--- src/rtl/rgs_pkg.sv ---
package rgs_pkg;
  localparam int unsigned PH_N  = 3;
  localparam int unsigned CH_N  = 2;
  localparam int unsigned REG_W = 3;
  localparam int unsigned IDX_W = $clog2(PH_N);

  typedef logic [REG_W-1:0] region_t;

  typedef struct packed {
    logic             valid;
    logic             upper;
    logic [IDX_W-1:0] p_idx;
    logic [IDX_W-1:0] n_idx;
  } route_t;

  // sector -> side and the two phases, p = lower index
  function automatic route_t route_of(region_t r);
    route_t rt;
    rt = '0;
    case (r)
      3'd1: rt = '{1'b1, 1'b0, IDX_W'(0), IDX_W'(2)};
      3'd2: rt = '{1'b1, 1'b1, IDX_W'(1), IDX_W'(2)};
      3'd3: rt = '{1'b1, 1'b0, IDX_W'(0), IDX_W'(1)};
      3'd4: rt = '{1'b1, 1'b1, IDX_W'(0), IDX_W'(2)};
      3'd5: rt = '{1'b1, 1'b0, IDX_W'(1), IDX_W'(2)};
      3'd6: rt = '{1'b1, 1'b1, IDX_W'(0), IDX_W'(1)};
      default: rt = '0;
    endcase
    return rt;
  endfunction
endpackage

--- src/rtl/rgs_sector_decode.sv ---
module rgs_sector_decode
  import rgs_pkg::*;
(
  input  logic [PH_N-1:0] pol_i,
  output region_t         region_o,
  output logic            valid_o
);
  always_comb begin
    valid_o  = 1'b1;
    region_o = '0;
    case (pol_i)
      3'b101: region_o = 3'd1;
      3'b001: region_o = 3'd2;
      3'b011: region_o = 3'd3;
      3'b010: region_o = 3'd4;
      3'b110: region_o = 3'd5;
      3'b100: region_o = 3'd6;
      default: valid_o = 1'b0;
    endcase
  end
endmodule

--- src/rtl/rgs_trip_latch.sv ---
module rgs_trip_latch #(
  parameter int unsigned N = 2
) (
  input  logic         clk_i,
  input  logic         rst_ni,
  input  logic         start_i,
  input  logic [N-1:0] trip_i,
  output logic [N-1:0] on_o
);
  for (genvar i = 0; i < N; i++) begin : g_ch
    logic on_q;
    always_ff @(posedge clk_i or negedge rst_ni) begin
      if (!rst_ni)        on_q <= 1'b0;
      else if (trip_i[i]) on_q <= 1'b0;  // reset dominant
      else if (start_i)   on_q <= 1'b1;
    end
    assign on_o[i] = on_q;

    p_trip_clears_r5: assert property (@(posedge clk_i) disable iff (!rst_ni)
      trip_i[i] |=> !on_o[i]);
    p_no_rearm_r6: assert property (@(posedge clk_i) disable iff (!rst_ni)
      (!start_i && !on_o[i]) |=> !on_o[i]);
    p_set_on_start_r4: assert property (@(posedge clk_i) disable iff (!rst_ni)
      (start_i && !trip_i[i]) |=> on_o[i]);
  end
endmodule

--- src/rtl/rgs_gate_route.sv ---
module rgs_gate_route
  import rgs_pkg::*;
(
  input  logic            clk_i,
  input  logic            rst_ni,
  input  region_t         region_i,
  input  logic [CH_N-1:0] on_i,
  output logic [PH_N-1:0] gate_up_o,
  output logic [PH_N-1:0] gate_dn_o
);
  route_t rt;
  assign rt = route_of(region_i);

  for (genvar k = 0; k < PH_N; k++) begin : g_ph
    logic drive;
    assign drive = rt.valid &
                   ((rt.p_idx == IDX_W'(k) && on_i[0]) ||
                    (rt.n_idx == IDX_W'(k) && on_i[1]));
    assign gate_up_o[k] = drive &  rt.upper;
    assign gate_dn_o[k] = drive & ~rt.upper;
  end

  p_no_mixed_side_r10: assert property (@(posedge clk_i) disable iff (!rst_ni)
    !((|gate_up_o) && (|gate_dn_o)));
  p_max_two_r10: assert property (@(posedge clk_i) disable iff (!rst_ni)
    $countones({gate_up_o, gate_dn_o}) <= 2);
  p_idle_region_r11: assert property (@(posedge clk_i) disable iff (!rst_ni)
    (region_i == '0) |-> (gate_up_o == '0 && gate_dn_o == '0));
endmodule

--- src/rtl/rgs_gate_seq.sv ---
module rgs_gate_seq
  import rgs_pkg::*;
(
  input  logic        clk_i,
  input  logic        rst_ni,
  input  logic        period_start_i,
  input  logic [2:0]  pol_i,
  input  logic        trip_p_i,
  input  logic        trip_n_i,
  output logic [2:0]  gate_up_o,
  output logic [2:0]  gate_dn_o,
  output logic [2:0]  region_o,
  output logic        pol_err_o
);
  region_t         dec_region;
  logic            dec_valid;
  region_t         region_q;
  logic            err_q;
  logic [CH_N-1:0] ch_on;

  rgs_sector_decode u_dec (
    .pol_i    (pol_i),
    .region_o (dec_region),
    .valid_o  (dec_valid)
  );

  // sector captured only at period start
  always_ff @(posedge clk_i or negedge rst_ni) begin
    if (!rst_ni) begin
      region_q <= '0;
      err_q    <= 1'b0;
    end else if (period_start_i) begin
      if (dec_valid) begin
        region_q <= dec_region;
        err_q    <= 1'b0;
      end else begin
        err_q    <= 1'b1;
      end
    end
  end

  rgs_trip_latch #(.N(CH_N)) u_latch (
    .clk_i   (clk_i),
    .rst_ni  (rst_ni),
    .start_i (period_start_i),
    .trip_i  ({trip_n_i, trip_p_i}),
    .on_o    (ch_on)
  );

  rgs_gate_route u_route (
    .clk_i     (clk_i),
    .rst_ni    (rst_ni),
    .region_i  (region_q),
    .on_i      (ch_on),
    .gate_up_o (gate_up_o),
    .gate_dn_o (gate_dn_o)
  );

  assign region_o  = region_q;
  assign pol_err_o = err_q;

  p_region_hold_r8: assert property (@(posedge clk_i) disable iff (!rst_ni)
    !period_start_i |=> $stable(region_o));
  p_invalid_hold_r9: assert property (@(posedge clk_i) disable iff (!rst_ni)
    (period_start_i && (pol_i == 3'b000 || pol_i == 3'b111))
      |=> ($stable(region_o) && pol_err_o));
  p_rise_on_start_r4: assert property (@(posedge clk_i) disable iff (!rst_ni)
    (((gate_up_o & ~$past(gate_up_o)) | (gate_dn_o & ~$past(gate_dn_o))) != '0)
      |-> $past(period_start_i));
  p_region_range_r2: assert property (@(posedge clk_i) disable iff (!rst_ni)
    region_o <= 3'd6);
endmodule

--- config.mk ---
export PLATFORM = sky130hd
export DESIGN_NAME = rgs_gate_seq
export DESIGN_NICKNAME = d
export VERILOG_FILES = /design/src/rtl/rgs_pkg.sv /design/src/rtl/rgs_sector_decode.sv /design/src/rtl/rgs_trip_latch.sv /design/src/rtl/rgs_gate_route.sv /design/src/rtl/rgs_gate_seq.sv
export SDC_FILE = /design/constraint.sdc
export NUM_CORES = 1
export LEC_CHECK = 0
export BUFFER_PORTS_ARGS = -buffer_cell sky130_fd_sc_hd__buf_2
export CORE_AREA = 2 2 39 41
export CTS_CLUSTER_SIZE = 20
export DETAILED_ROUTE_END_ITERATION = 12
export DIE_AREA = 0 0 41 43
export GPL_TIMING_DRIVEN = 0
export PLACE_DENSITY = 0.56
export SLEW_MARGIN = 20
export SYNTH_ARGS = -nofsm -noshare
export SYNTH_HDL_FRONTEND = slang
export SYNTH_SLANG_ARGS = --single-unit
--- constraint.sdc ---
create_clock -name clk_i -period 1.3 [get_ports clk_i]
set_clock_uncertainty 0.05 [all_clocks]
set_input_delay 0.195 -clock clk_i [delete_from_list [all_inputs] [get_ports clk_i]]
set_output_delay 0.195 -clock clk_i [all_outputs]
set_load 0.005 [all_outputs]
**Word level (Yosys, flattened, before mapping)**

Index checks and enable logic that the tools add are counted.

- Reductions and logical operators: 15
- Bitwise operators: 10
- Mux-type cells: 7
- Equal/unequal tests: 16

Operators by type and width:

| operator | count |
|---|---|
| $pmux 6 s6 | 1 |
| $eq 3x3->1 const B | 6 |
| $pmux 3 s6 | 1 |
| $eq 3x2->1 const B | 4 |
| $and 1x1->1 | 9 |
| $eq 3x1->1 const B | 2 |
| $logic_and 1x1->1 | 6 |
| $reduce_or 6->1 | 1 |
| $mux 1 | 5 |
| $eq 2x1->1 const B | 2 |
| $eq 2x2->1 const B | 2 |
| $logic_not 2->1 | 2 |
| $reduce_bool 2->1 | 2 |
| $logic_or 1x1->1 | 3 |
| $reduce_and 2->1 | 1 |
| $not 1->1 | 1 |

- Logic and storage cells: 52
- Register bits: 6
- Input port bits: 8
- Output and inout port bits: 10

**Longest topological paths before layout**

Gate-level depths: netlist (run 1).

- Depth after elaboration: 7
- Gate-level depth with buffers: 4
- Mapped depth without buffers: 3

**Cells and area by module**

Synthesis (run 1) repeated with hierarchy kept, for this count alone.

- Cells, all modules: 38
- Area total of the unflattened synthesis: 384.1 µm²

Modules (own cells, without submodules):

| module | sequential area each (µm²) | area each (µm²) | cells an instance | times used |
|---|---|---|---|---|
| rgs_gate_seq | 100.1 | 165.2 | 10 | 1 |
| rgs_trip_latch | 50.0 | 85.1 | 6 | 1 |
| rgs_gate_route | 0.0 | 76.3 | 12 | 1 |
| rgs_sector_decode | 0.0 | 57.6 | 10 | 1 |

**Least setup slack after synthesis (run 1)**

No wires, ideal clock.

- Path kind: flip-flop to output port
- Start: register region_q[2] (netlist: region_o[2])
- End: output gate_up_o[2]
- Data required time: 1.055 ns
- Cell stages (with the launch flop): 4
- Path buffers: 1
- Arrival: 0.867 ns
- Setup slack: 0.188 ns
- Cells stage by stage: dfrtp_1 > buf_2 > xnor2_1 > nor3b_1

- Longest elaborated chain between the ends: 7
- Elaborated cells between the ends (all ways): 14
- Those cells by class: eq/ne (8); mux (1); bitwise (2); reduce/logical (3)

RTL lines:

| what | line | RTL |
|---|---|---|
| start: declaration | rgs_gate_seq.sv:17 | `region_t region_q;` |
| start signal: assignment | rgs_gate_seq.sv:34 | `region_q <= dec_region;` |
| $eq 3x3->1 (tied with other cells) | rgs_pkg.sv:20 | `case (r)` |
| $pmux 6 s6 * | rgs_pkg.sv:20 |  |
| $eq 2x2->1 (on tied branches) | rgs_gate_route.sv:17, rgs_gate_route.sv:18 |  |
| $logic_and 1x1->1 (on tied branches) | rgs_gate_route.sv:17, rgs_gate_route.sv:18 |  |
| $logic_or 1x1->1 | rgs_gate_route.sv:17 | `((rt.p_idx == IDX_W'(k) && on_i[0]) \|\|` |
| $and 1x1->1 | rgs_gate_route.sv:16 | `assign drive = rt.valid &` |
| $and 1x1->1 * | rgs_gate_route.sv:19 | `assign gate_up_o[k] = drive & rt.upper;` |
| end: declaration | rgs_gate_seq.sv:10 | `output logic [2:0] gate_up_o,` |

Mark *: on every way between the ends. The rest lies on a longest branch, timed or not.

**Worst setup path after layout (run 1)**

Ends and elaborated chain as after synthesis.

==> summary.txt, run 1 <==
Logic synthesis
  – Synth top area share: 36.7%
  – Ys Warns: 0
  – Yosys cell types: 28
  – Synth Cell Area: 409 um^2
  – Yosys top cell by area: dfrtp_1
  – Top post-synthesis cells by count: 9 x nor2_1, 6 x dfrtp_1, 5 x nand2_1
  – Most frequent cell after synthesis: nor2_1
  – Avg Cell Area, Syn: 8.35 um^2
  – Asr flop ratio synth: 100%
  – Post-synth top flop: dfrtp_1
  – Cell count after synthesis: 49
  – Yosys reg bits: 6
  – Register area share after synthesis: 36.7%
  – Post-synth EDFFs: 0
  – Mapped Nets: 57
  – Dominant cells by area after synthesis: dfrtp_1 37%, nor2_1 8.3%, nand2_1 4.6%, and3b_1 4.3%, a211oi_1 3.7%

Layout
  – Fillers: 144
  – Seq. cell area: 154 um^2
  – Finished layout cell area: 591 um^2
  – Multi-input gate area: 238 um^2
  – Syn-to-layout area delta: 44.3%
  – Diode count: 0
  – Layout cells sized above 1: 45.1%
  – Fin nets: 81
  – Final Util: 42.7%

Power and ir drop
  – Comb power frac: 31.6%
  – P_sw: 184 uW
  – VDD IR max: 0.000448 V
  – Pwr dens: 1040 mW/mm^2
  – Sw Share: 29.9%
  – Clock share of power: 28.7%
  – Int Pwr: 430 uW
  – Static leakage: 0.000288 uW
  – Final total power: 614 uW
  – Part of the power in registers: 39.7%

Critical path
  – Critical path arrival: 1.15 ns
  – FF-to-FF Start: region_o[1]
  – CP required: 1.05 ns
  – Worst r2r path cells: 5
  – Worst Path Max Fanout: 6
  – Worst setup SP type: flop
  – CP Capture Type: primary output
  – R2R setup slack: 0.07 ns
  – R2r endpoint: region_o[1]
  – Critical path class: flop to primary output

Clock tree
  – Clk buf depth: 2
  – Clk pin slew, worst setup/hold paths: 0.05 ns
  – CTS HTree Levels: 1
  – Clock Sink Count: 6
  – Clock latency reported for the late side of the worst-skew pair: 0.25 ns
  – Num CTS Buffers: 3
  – Root Buffer: clkbuf_4
  – CTS tree: done

Timing
  – Setup TNS Final: -0.330 ns
  – Worst Tran Pin Value: 0.256 ns
  – Slew HR: 82.9%
  – Final Worst Setup Slack: -0.0924 ns
  – RSZ-0062 raised after global routing: yes
  – Max Slew Vio Count: 0
  – Final setup violating endpoints: 4
  – Hold Fails Final Rpt: 0
  – Fmax: 718 MHz
  – Final critical-path required period: 1.39 ns
  – Final period util: 107%

Global routing
  – Antenna violations before repair: 0
  – Global-route wire length before repair: 1400 um
  – Grt ovf: 0
  – Largest net degree at the start of global routing: 11
  – Vias in the first global route: 299
  – Tot GR Track Use: 12.5%

Die
  – Die Area: 0.00176 mm^2
  – Placeable Area: 0.00138 mm^2
  – Die Span X: 41 um
  – IO Count: 18
  – Rows: 14
  – Die height: 43 um
  – Initial core utilization: 29.6%

Route
  – Detailed-route wire length per cell: 11.0 um
  – Vias: 429
  – Final WL: 960 um
  – Vias/cell: 4.93
  – Drt pass-1 iters: 3
  – Initial DRC Count: 14
  – Number of remaining DRC errors: 0
  – DRT antenna net count: 0

Worst hold path
  – Hold Path Cell Cnt: 2
  – WHS Endpoint: u_latch.g_ch[0].on_q
  – Min-delay src: trip_p_i
  – Hold crit path type: primary input to flop

Placed design
  – Area post-placement: 509 um^2
  – Port bufs: 16
  – Gpl congestion: 0.668
  – HPWL after DPL: 643 um

Status
  – Status: finished, violations left
  – Failing checks: setup timing

Flow run
  – # Max-Cap Violations: 0
==> routing by layer <==
metal	wire [um]	GRT usage, %	share of wire (%)
met5	0	0	0
met3	78	7.85	8.1
met1	448	18.0	47
met4	0	4.00	0
met2	432	15.0	45
==> registers in the layout, indices dropped and copies added, names as in the netlist <==
register	flops
pol_err_o	1
region_o	3
u_latch.g_ch.on_q	2
==> power groups by stage <==
| stage | Combinational, uW | Sequential, uW | Clock [uW] |
|---|---|---|---|
| after floorplan | 103 | 229 | 0 |
| after global placement | 162 | 232 | 0 |
| after detailed placement | 164 | 232 | 0 |
| after CTS | 175 | 242 | 183 |
| after global routing | 217 | 247 | 201 |
| final | 194 | 244 | 176 |
==> final cells by class <==
class	instances	share of cell area, %
repair buffers	21	22.7
plain buffers	2	3.18
inverters	1	0.636
multi-input cells	38	40.3
well taps	16	3.39
flip-flops and latches	6	26.1
clock buffers	3	3.81
==> stage by stage <==
stage	worst slack [ns]	hold WS (ns)	std cells
after floorplan	0.188	-0.151	49
after global placement	0.0660	-0.0262	81
after detailed placement	0.0539	-0.0233	81
after CTS	-0.0931	0.0333	87
after global routing	-0.173	0.0350	87
final	-0.0924	0.0401	87
==> what timing repair did <==
item	in CTS	in global routing
setup buffers	4	0
pin swaps	0	2
resized for setup	3	7
hold endpoints to repair	6	0
hold buffers	1	0
setup endpoints to repair	5	8
==> worst max-delay path by stage <==
stage	startpoint	to	slack [ns]	cells after the start
finish	region_o[2]	gate_up_o[2]	-0.09	3
global route	region_o[2]	gate_up_o[1]	-0.17	3
CTS	region_o[1]	gate_dn_o[1]	-0.09	4
detailed placement	region_o[1]	gate_dn_o[1]	0.05	5
floorplan	region_o[2]	gate_up_o[2]	0.19	3
global placement	region_o[1]	gate_dn_o[1]	0.07	5
==> kinds of logic (layout without fill, tap and decap cells) <==
group / count (synthesis) / count (layout) / share of synthesized area [%]
AND/OR/NAND/NOR: 26 / 26 / 33.6
AO/OA/AOI/OAI: 10 / 10 / 17.1
flip-flops: 6 / 6 / 36.7
buffers and inverters: 5 / 27 / 7.95
XOR/XNOR: 1 / 1 / 2.14
multiplexers: 1 / 1 / 2.45
==> cell usage in the layout, fill, tap and decap left out <==
cell           netlist  routed
a2bb2oi_1            1       1
buf_4                1       3
and2_1               1       1
nor3b_1              2       2
nor2_2               0       1
dfrtp_2              0       3
a31oi_1              1       1
clkbuf_4             0       3
a211o_1              1       1
nor3_2               0       1
nor2b_1              1       1
or3_1                1       1
nand3b_1             2       2
xnor2_1              1       1
nand2_1              5       5
nor2_1               9       8
a221oi_1             1       1
nand3_1              1       1
buf_6                1       4
a21oi_2              0       1
a21boi_1             1       1
and3b_1              2       2
dfrtp_1              6       3
dlygate4sd3_1        0       1
nand2b_2             1       1
o21ai_1              1       2
mux2i_1              1       1
inv_1                1       1
buf_2                1      15
a211oi_1             2       2
==> critical path, cell delays in order, from the launching register on <==
cell and delay [ns]:
dfrtp_2 0.44, xnor2_1 0.14, nor3b_1 0.18, buf_2 0.14
(Power assumes the default switching activity.)
==> run 2: changes to the inputs <==
--- a/config.mk
+++ b/config.mk
@@ -6,13 +6,13 @@
 export NUM_CORES = 1
 export LEC_CHECK = 0
 export BUFFER_PORTS_ARGS = -buffer_cell sky130_fd_sc_hd__buf_2
-export CORE_AREA = 2 2 39 41
+export CORE_AREA = 5 5 42 44
 export CTS_CLUSTER_SIZE = 20
 export DETAILED_ROUTE_END_ITERATION = 12
-export DIE_AREA = 0 0 41 43
+export DIE_AREA = 0 0 47 49
 export GPL_TIMING_DRIVEN = 0
-export PLACE_DENSITY = 0.56
-export SLEW_MARGIN = 20
+export PLACE_DENSITY = 0.54
 export SYNTH_ARGS = -nofsm -noshare
 export SYNTH_HDL_FRONTEND = slang
+export SYNTH_HIERARCHICAL = 1
 export SYNTH_SLANG_ARGS = --single-unit
==> run 2 against run 1 <==
Compared with the run above: core utilization is 0.18 points higher; the run still ends with setup timing left; synthesized area shrank 6.1%; combinational power is 9% higher; critical path type unchanged; die area increased by 31%; non-clock buffer count increased by 3; largest power group unchanged; wire length decreased by 7.3%; final area up 1.7%.
==> summary.txt, run 2 <==
Clock tree
  – Clock latency reported for the late side of the worst-skew pair: 0.24 ns (about the same)
  – Root Buffer: clkbuf_4
  – Num CTS Buffers: 3 (unchanged)
  – Clock Sink Count: 6 (unchanged)
  – Clk buf depth: 2 (unchanged)
  – CTS HTree Levels: 1 (unchanged)
  – CTS tree: done
  – Clk pin slew, worst setup/hold paths: 0.04 ns (about the same)

Logic synthesis
  – Register area share after synthesis: 39.1% (+2.4 points)
  – Ys Warns: 6 (+6)
  – Top post-synthesis cells by count: 6 x dfrtp_1, 5 x nor2_1, 4 x nand2b_1
  – Yosys top cell by area: dfrtp_1
  – Post-synth top flop: dfrtp_1
  – Dominant cells by area after synthesis: dfrtp_1 39%, mux2_4 12%, mux2i_1 7.8%, nand2b_1 6.5%, o21ba_1 5.2%
  – Synth Cell Area: 384 um^2 (-6.1%)
  – Compound-Gate Fraction of Synth Area: 11.1% (-6.1 points)
  – Mapped Nets: 46 (-19%)
  – Synth Area in Adders: 0% (unchanged)
  – Asr flop ratio synth: 100% (unchanged)
  – Post-Synth XOR/XNOR Area: 0% (-2.1 points)
  – Area fraction in and, or, nand and nor cells after synthesis: 25.4% (-8.2 points)
  – Post-synthesis mux area share: 19.5% (+17 points)
  – Largest family of logic cells by synthesized area: simple AND/OR/NAND/NOR gates
  – Post-synth EDFFs: 0 (unchanged)
  – Cell count after synthesis: 38 (-22%)
  – Yosys cell types: 18 (-36%)
  – Avg Cell Area, Syn: 10.1 um^2 (+21%)
  – Most frequent cell after synthesis: dfrtp_1
  – Synth top area share: 39.1% (+2.4 points)
  – Yosys reg bits: 6 (unchanged)

Placed design
  – Worst slack at placement: 0.0293 ns (-0.0246 ns)
  – HPWL after DPL: 651 um (+1.2%)
  – Gpl congestion: 0.664 (-0.64%)
  – Placed cells: 71 (-12%)
  – Port bufs: 17 (+1)
  – Area post-placement: 489 um^2 (-3.9%)

Die
  – Die height: 49 um (+14%)
  – Placeable Area: 0.00140 mm^2 (+1.3%)
  – IO Count: 18 (unchanged)
  – Die Area: 0.00230 mm^2 (+31%)
  – Rows: 14 (unchanged)
  – Initial core utilization: 27.4% (-2.2 points)
  – Die Span X: 47 um (+15%)

Timing
  – Hold Fails Final Rpt: 0 (unchanged)
  – Worst Tran Pin Value: 0.183 ns (-0.0733 ns)
  – Final critical-path required period: 1.35 ns (-0.0413 ns)
  – Setup TNS Final: -0.138 ns (+0.192 ns)
  – Max Slew Vio Count: 0 (unchanged)
  – Final setup violating endpoints: 3 (-1)
  – Final Worst Setup Slack: -0.0511 ns (+0.0413 ns)
  – Slew HR: 87.4% (+4.5 points)
  – Fmax: 740 MHz (+3.1%)
  – Final period util: 104% (-3.2 points)
  – RSZ-0062 raised after global routing: yes

Power and ir drop
  – Pwr dens: 1040 mW/mm^2 (-0.26%)
  – Static leakage: 0.000326 uW (+13%)
  – VDD IR max: 0.000389 V (-13%)

Worst hold path
  – Min-delay src: trip_p_i
  – WHS Endpoint: u_latch/g_ch[0].on_q
  – Hold crit path type: primary input to flop
  – Hold Path Cell Cnt: 2 (unchanged)

Global routing
  – Grt ovf: 0 (unchanged)
  – Antenna violations before repair: 0 (unchanged)
  – Largest net degree at the start of global routing: 8 (-3)
  – Vias in the first global route: 370 (+24%)
  – Global-route wire length before repair: 1460 um (+4.4%)
  – Tot GR Track Use: 9.42% (-3.1 points)

Layout
  – Post-route insts no fill: 81 (-6.9%)
  – Diode count: 0 (unchanged)
  – Final Util: 42.9% (+0.18 points)
  – Most common cell after layout, fill and taps aside: buf_2
  – Layout cells sized above 1: 64.6% (+20 points)
  – Number of flip-flops under the largest register name: 3 (unchanged)
  – Finished layout cell area: 601 um^2 (+1.7%)
  – Commonest cells after routing, fill and taps aside: 17 x buf_2, 8 x buf_4, 4 x nor2_1
  – Fin nets: 75 (-7.4%)
  – Fillers: 157 (+9.0%)
  – Largest Register: region_o
  – Syn-to-layout area delta: 56.4%

Critical path
  – Worst r2r path cells: 2 (-3)
  – CP required: 1.05 ns (about the same)
  – R2R setup slack: 0.30 ns (+0.23 ns)
  – Worst setup SP type: flop
  – CP Capture Type: primary output
  – Critical path arrival: 1.11 ns (-0.04 ns)
  – R2r endpoint: region_o[1]
  – Worst Path Max Fanout: 3 (-3)
  – FF-to-FF Start: region_o[1]
  – Critical path class: flop to primary output

Flow run
  – # Max-Cap Violations: 0 (unchanged)

Status
  – Status: finished, violations left
  – Failing checks: setup timing

Route
  – Final WL: 890 um (-7.3%)
  – Detailed-route wire length per cell: 11.0 um (-0.42%)
  – Vias/cell: 4.62 (-6.4%)
  – Number of remaining DRC errors: 0 (unchanged)
  – Vias: 374 (-13%)
  – Drt pass-1 iters: 2 (-1)
  – DRT antenna net count: 0 (unchanged)
  – Initial DRC Count: 7 (-7)
-- run 2: cell count changes in the layout (fill, tap and decap cells not counted), moves of 3 or more --
cell	previous run	this run
nor2_1	8	4
mux2_4	0	3
buf_4	3	8
nand2_1	5	1
buf_6	4	0
-- run 2: report_power, final --
group          switching (uW)  internal [uW]  total (uW)
sequential               33.8            213         247
clock                    61.0            104         165
combinational            78.1            133         211
total                     173            450         623
-- run 2: per-layer routing --
metal	up-vias	GRT usage (%)	part of all wire [%]
met4	0	9.68	4.5
met3	4	3.69	9.4
met1	165	8.50	38
met2	18	14.5	48
li1	187	-	-
met5	-	0	0
-- run 2: kinds of logic (layout without fill, tap and decap cells) --
group           after synthesis  count (layout)
simple gates                 17              17
buf+inv                       3              30
compound gates                6               6
flops                         6               6
mux                           6               6
-- run 2: final cells by class --
type	count	area, um^2	share of cell area (%)
sequential	6	154	25.6
timing repair buffer	24	140	23.3
inverter	1	3.75	0.625
buffer	2	15.0	2.50
multi-input combinational	29	245	40.8
tap	16	20.0	3.33
clock buffer	3	22.5	3.75
-- run 2: per-stage QoR --
step                total power (uW)  hold slack [ns]
floorplan                        327           -0.151
global placement                 390          -0.0287
detailed placement               394          -0.0268
CTS                              623            0.135
global route                     663            0.148
finish                           623            0.142
-- run 2: repair_timing --
item,CTS,global route
endpoints found under the hold margin,6,0
pin swaps,1,1
hold buffers,1,0
endpoints found under the setup margin,3,5
gates resized for setup,6,3
setup buffers,5,1
-- run 2: critical path, cell delays in order (launching register included) --
cell and delay [ns]:
dfrtp_1 0.36, buf_4 0.14, mux2i_1 0.18, nor3b_2 0.06, buf_2 0.12
-- run 2: how the worst max path moves through the flow --
stage / start / end / slack [ns]
3_5_place_dp: pol_i[2] / region_o[2] / 0.03
2_1_floorplan: pol_i[2] / region_o[0] / 0.23
4_1_cts: region_o[2] / gate_up_o[1] / -0.07
6_report: u_latch/g_ch[1].on_q / gate_up_o[1] / -0.05
5_1_grt: region_o[2] / gate_up_o[1] / -0.10
3_3_place_gp: pol_i[2] / region_o[1] / 0.04
==> run 3: changes to the inputs <==
--- a/config.mk
+++ b/config.mk
@@ -6,12 +6,14 @@
 export NUM_CORES = 1
 export LEC_CHECK = 0
 export BUFFER_PORTS_ARGS = -buffer_cell sky130_fd_sc_hd__buf_2
+export CELL_PAD_IN_SITES_DETAIL_PLACEMENT = 0
+export CELL_PAD_IN_SITES_GLOBAL_PLACEMENT = 1
 export CORE_AREA = 5 5 42 44
 export CTS_CLUSTER_SIZE = 20
 export DETAILED_ROUTE_END_ITERATION = 12
 export DIE_AREA = 0 0 47 49
 export GPL_TIMING_DRIVEN = 0
-export PLACE_DENSITY = 0.54
+export PLACE_DENSITY = 0.69
 export SYNTH_ARGS = -nofsm -noshare
 export SYNTH_HDL_FRONTEND = slang
 export SYNTH_HIERARCHICAL = 1
==> run 3 against run 2 <==
Compared with the run above: the run still ends with setup timing left; cell count shrank 2.5%; count of clock-buffer cells in the layout is the same; register-to-register slack is essentially flat; wire length shrank 4.9%; flip-flop and latch count is the same; critical path depth is the same; clock power is essentially flat; first-iteration DRC count shrank 71%; sequential power is essentially flat; combinational power grew 3%; core utilization shrank 0.089 points; largest power group unchanged.
==> summary.txt, run 3 (synthesized netlist as in run 2, its figures left out) <==
Status
  – Status: finished, violations left
  – Failing checks: setup timing

Route
  – Vias/cell: 4.42 (-4.3%)
  – Detailed-route wire length per cell: 10.7 um (-2.5%)
  – Initial DRC Count: 2 (-5)
  – DRT antenna net count: 0 (unchanged)
  – Final WL: 846 um (-4.9%)
  – Vias: 349 (-6.7%)
  – Number of remaining DRC errors: 0 (unchanged)
  – Drt pass-1 iters: 4 (+2)

Timing
  – Final Worst Setup Slack: -0.0299 ns (+0.0212 ns)
  – Max Slew Vio Count: 0 (unchanged)
  – Worst Tran Pin Value: 0.174 ns (-0.00911 ns)
  – Final setup violating endpoints: 3 (unchanged)
  – Final critical-path required period: 1.33 ns (-0.0212 ns)
  – Final period util: 102% (-1.6 points)
  – Setup TNS Final: -0.0818 ns (+0.0558 ns)
  – Slew HR: 88.1% (+0.62 points)
  – Hold Fails Final Rpt: 0 (unchanged)
  – Fmax: 752 MHz (+1.6%)
  – RSZ-0062 raised after global routing: yes

Clock tree
  – Clock Sink Count: 6 (unchanged)
  – CTS HTree Levels: 1 (unchanged)
  – CTS tree: done
  – Clk buf depth: 2 (unchanged)
  – Num CTS Buffers: 3 (unchanged)
  – Clock latency reported for the late side of the worst-skew pair: 0.23 ns (about the same)
  – Root Buffer: clkbuf_4
  – Clk pin slew, worst setup/hold paths: 0.04 ns (about the same)

Global routing
  – Global routing usage on met1: 8.24% (-0.26 points)
  – Vias in the first global route: 343 (-7.3%)
  – Global-route wire length before repair: 1290 um (-12%)
  – M2 GR Usage: 12.4% (-2.0 points)
  – Global Route met3 Usage: 3.32% (-0.37 points)
  – GRT Max-Usage Layer: met2
  – Grt ovf: 0 (unchanged)
  – Tot GR Track Use: 7.78% (-1.6 points)
  – Antenna violations before repair: 0 (unchanged)
  – Largest net degree at the start of global routing: 8 (unchanged)

Die
  – Die Area: 0.00230 mm^2 (unchanged)
  – Placeable Area: 0.00140 mm^2 (unchanged)
  – Die height: 49 um (unchanged)
  – IO Count: 18 (unchanged)
  – Initial core utilization: 27.4% (unchanged)
  – Rows: 14 (unchanged)
  – Die Span X: 47 um (unchanged)

Placed design
  – HPWL after DPL: 635 um (-2.5%)
  – Gpl congestion: 0.681 (+2.6%)
  – Placed cells: 71 (unchanged)
  – Area post-placement: 489 um^2 (unchanged)
  – Port bufs: 17 (unchanged)

Layout
  – Fin nets: 73 (-2.7%)
  – Largest Register: region_o
  – Finished layout cell area: 599 um^2 (-0.21%)
  – Layout cells sized above 1: 65.1% (+0.46 points)
  – Post-route insts no fill: 79 (-2.5%)
  – Most common cell after layout, fill and taps aside: buf_2
  – Commonest cells after routing, fill and taps aside: 17 x buf_2, 5 x nor2_1, 4 x buf_4, 4 x dfrtp_2
  – Syn-to-layout area delta: 56.0%
  – Diode count: 0 (unchanged)
  – Number of flip-flops under the largest register name: 3 (unchanged)

Power and ir drop
  – VDD IR max: 0.000459 V (+18%)
  – Pwr dens: 1050 mW/mm^2 (+0.77%)
  – Static leakage: 0.000323 uW (-0.91%)
  – Final total power: 626 uW (+0.56%)

Critical path
  – Worst setup SP type: flop
  – Slowest cell delay on critical path: 0.37 ns (about the same)
  – Worst path bufs/invs: 2 (unchanged)
  – Critical path arrival: 1.08 ns (-0.03 ns)
  – Worst Path Max Fanout: 3 (unchanged)
  – CP required: 1.05 ns (about the same)
  – Slowest-stage cell, CP: dfrtp_1
  – Crit path cell chain: buf_4 -> mux2i_1 -> nor3b_2 -> buf_2
  – Dominant delay contributor by cell family on the critical path: flip-flops
  – CP Capture Type: primary output
  – Critical path class: flop to primary output

Flow run
  – # Max-Cap Violations: 0 (unchanged)

Worst hold path
  – Hold crit path type: primary input to flop
==> run 3: what timing repair did <==
action | 4_1_cts | 5_1_grt
hold buffers | 1 | 0
pin swaps | 2 | 2
gates resized for setup | 6 | 6
endpoints found under the setup margin | 3 | 6
buffers inserted | 5 | 0
hold endpoints to repair | 6 | 0
==> run 3: power by group <==
group | switching [uW] | internal, uW | total, uW
logic | 78.9 | 138 | 217
clock network | 58.5 | 104 | 162
registers | 33.5 | 214 | 247
total | 171 | 455 | 626
==> run 3: worst reg2reg max path, cell delays in order (launching register included) <==
cell and delay, ns:
dfrtp_2 0.44, buf_4 0.15, mux2_4 0.24
==> run 3: area by class of cell <==
cell class,count,area (um^2)
timing repair buffer,23,140
clock buffer,3,22.5
sequential,6,155
inverter,1,3.75
buffer,1,7.51
multi-input combinational,29,250
tap,16,20.0
fill,150,802
==> run 3: final timing paths <==
| check | end | from | slack [ns] | cells after the start |
|---|---|---|---|---|
| max in group asynchronous | u_latch/g_ch[1].on_q | rst_ni | 0.77 | 2 |
| min reg2reg | pol_err_o | pol_err_o | 0.46 | 2 |
| min | u_latch/g_ch[0].on_q | trip_p_i | 0.15 | 2 |
| max | gate_up_o[1] | u_latch/g_ch[0].on_q | -0.03 | 4 |
| min in group asynchronous | region_o[0] | rst_ni | 0.27 | 2 |
| max reg2reg | region_o[1] | region_o[1] | 0.30 | 2 |
==> run 3: layer usage <==
| metal | wire length (um) | vias up |
|---|---|---|
| met1 | 324 | 154 |
| met5 | 0 | - |
| li1 | - | 182 |
| met3 | 89 | 0 |
| met4 | 0 | 0 |
| met2 | 432 | 13 |
==> run 3: through the flow <==
stage	setup WS, ns	hold WS (ns)	utilization [%]
detailed placement	0.0337	-0.0246	34.9
CTS	-0.0484	0.134	41.2
global placement	0.0415	-0.0297	34.9
floorplan	0.234	-0.151	-
global route	-0.0927	0.142	42.8
finish	-0.0299	0.145	42.8
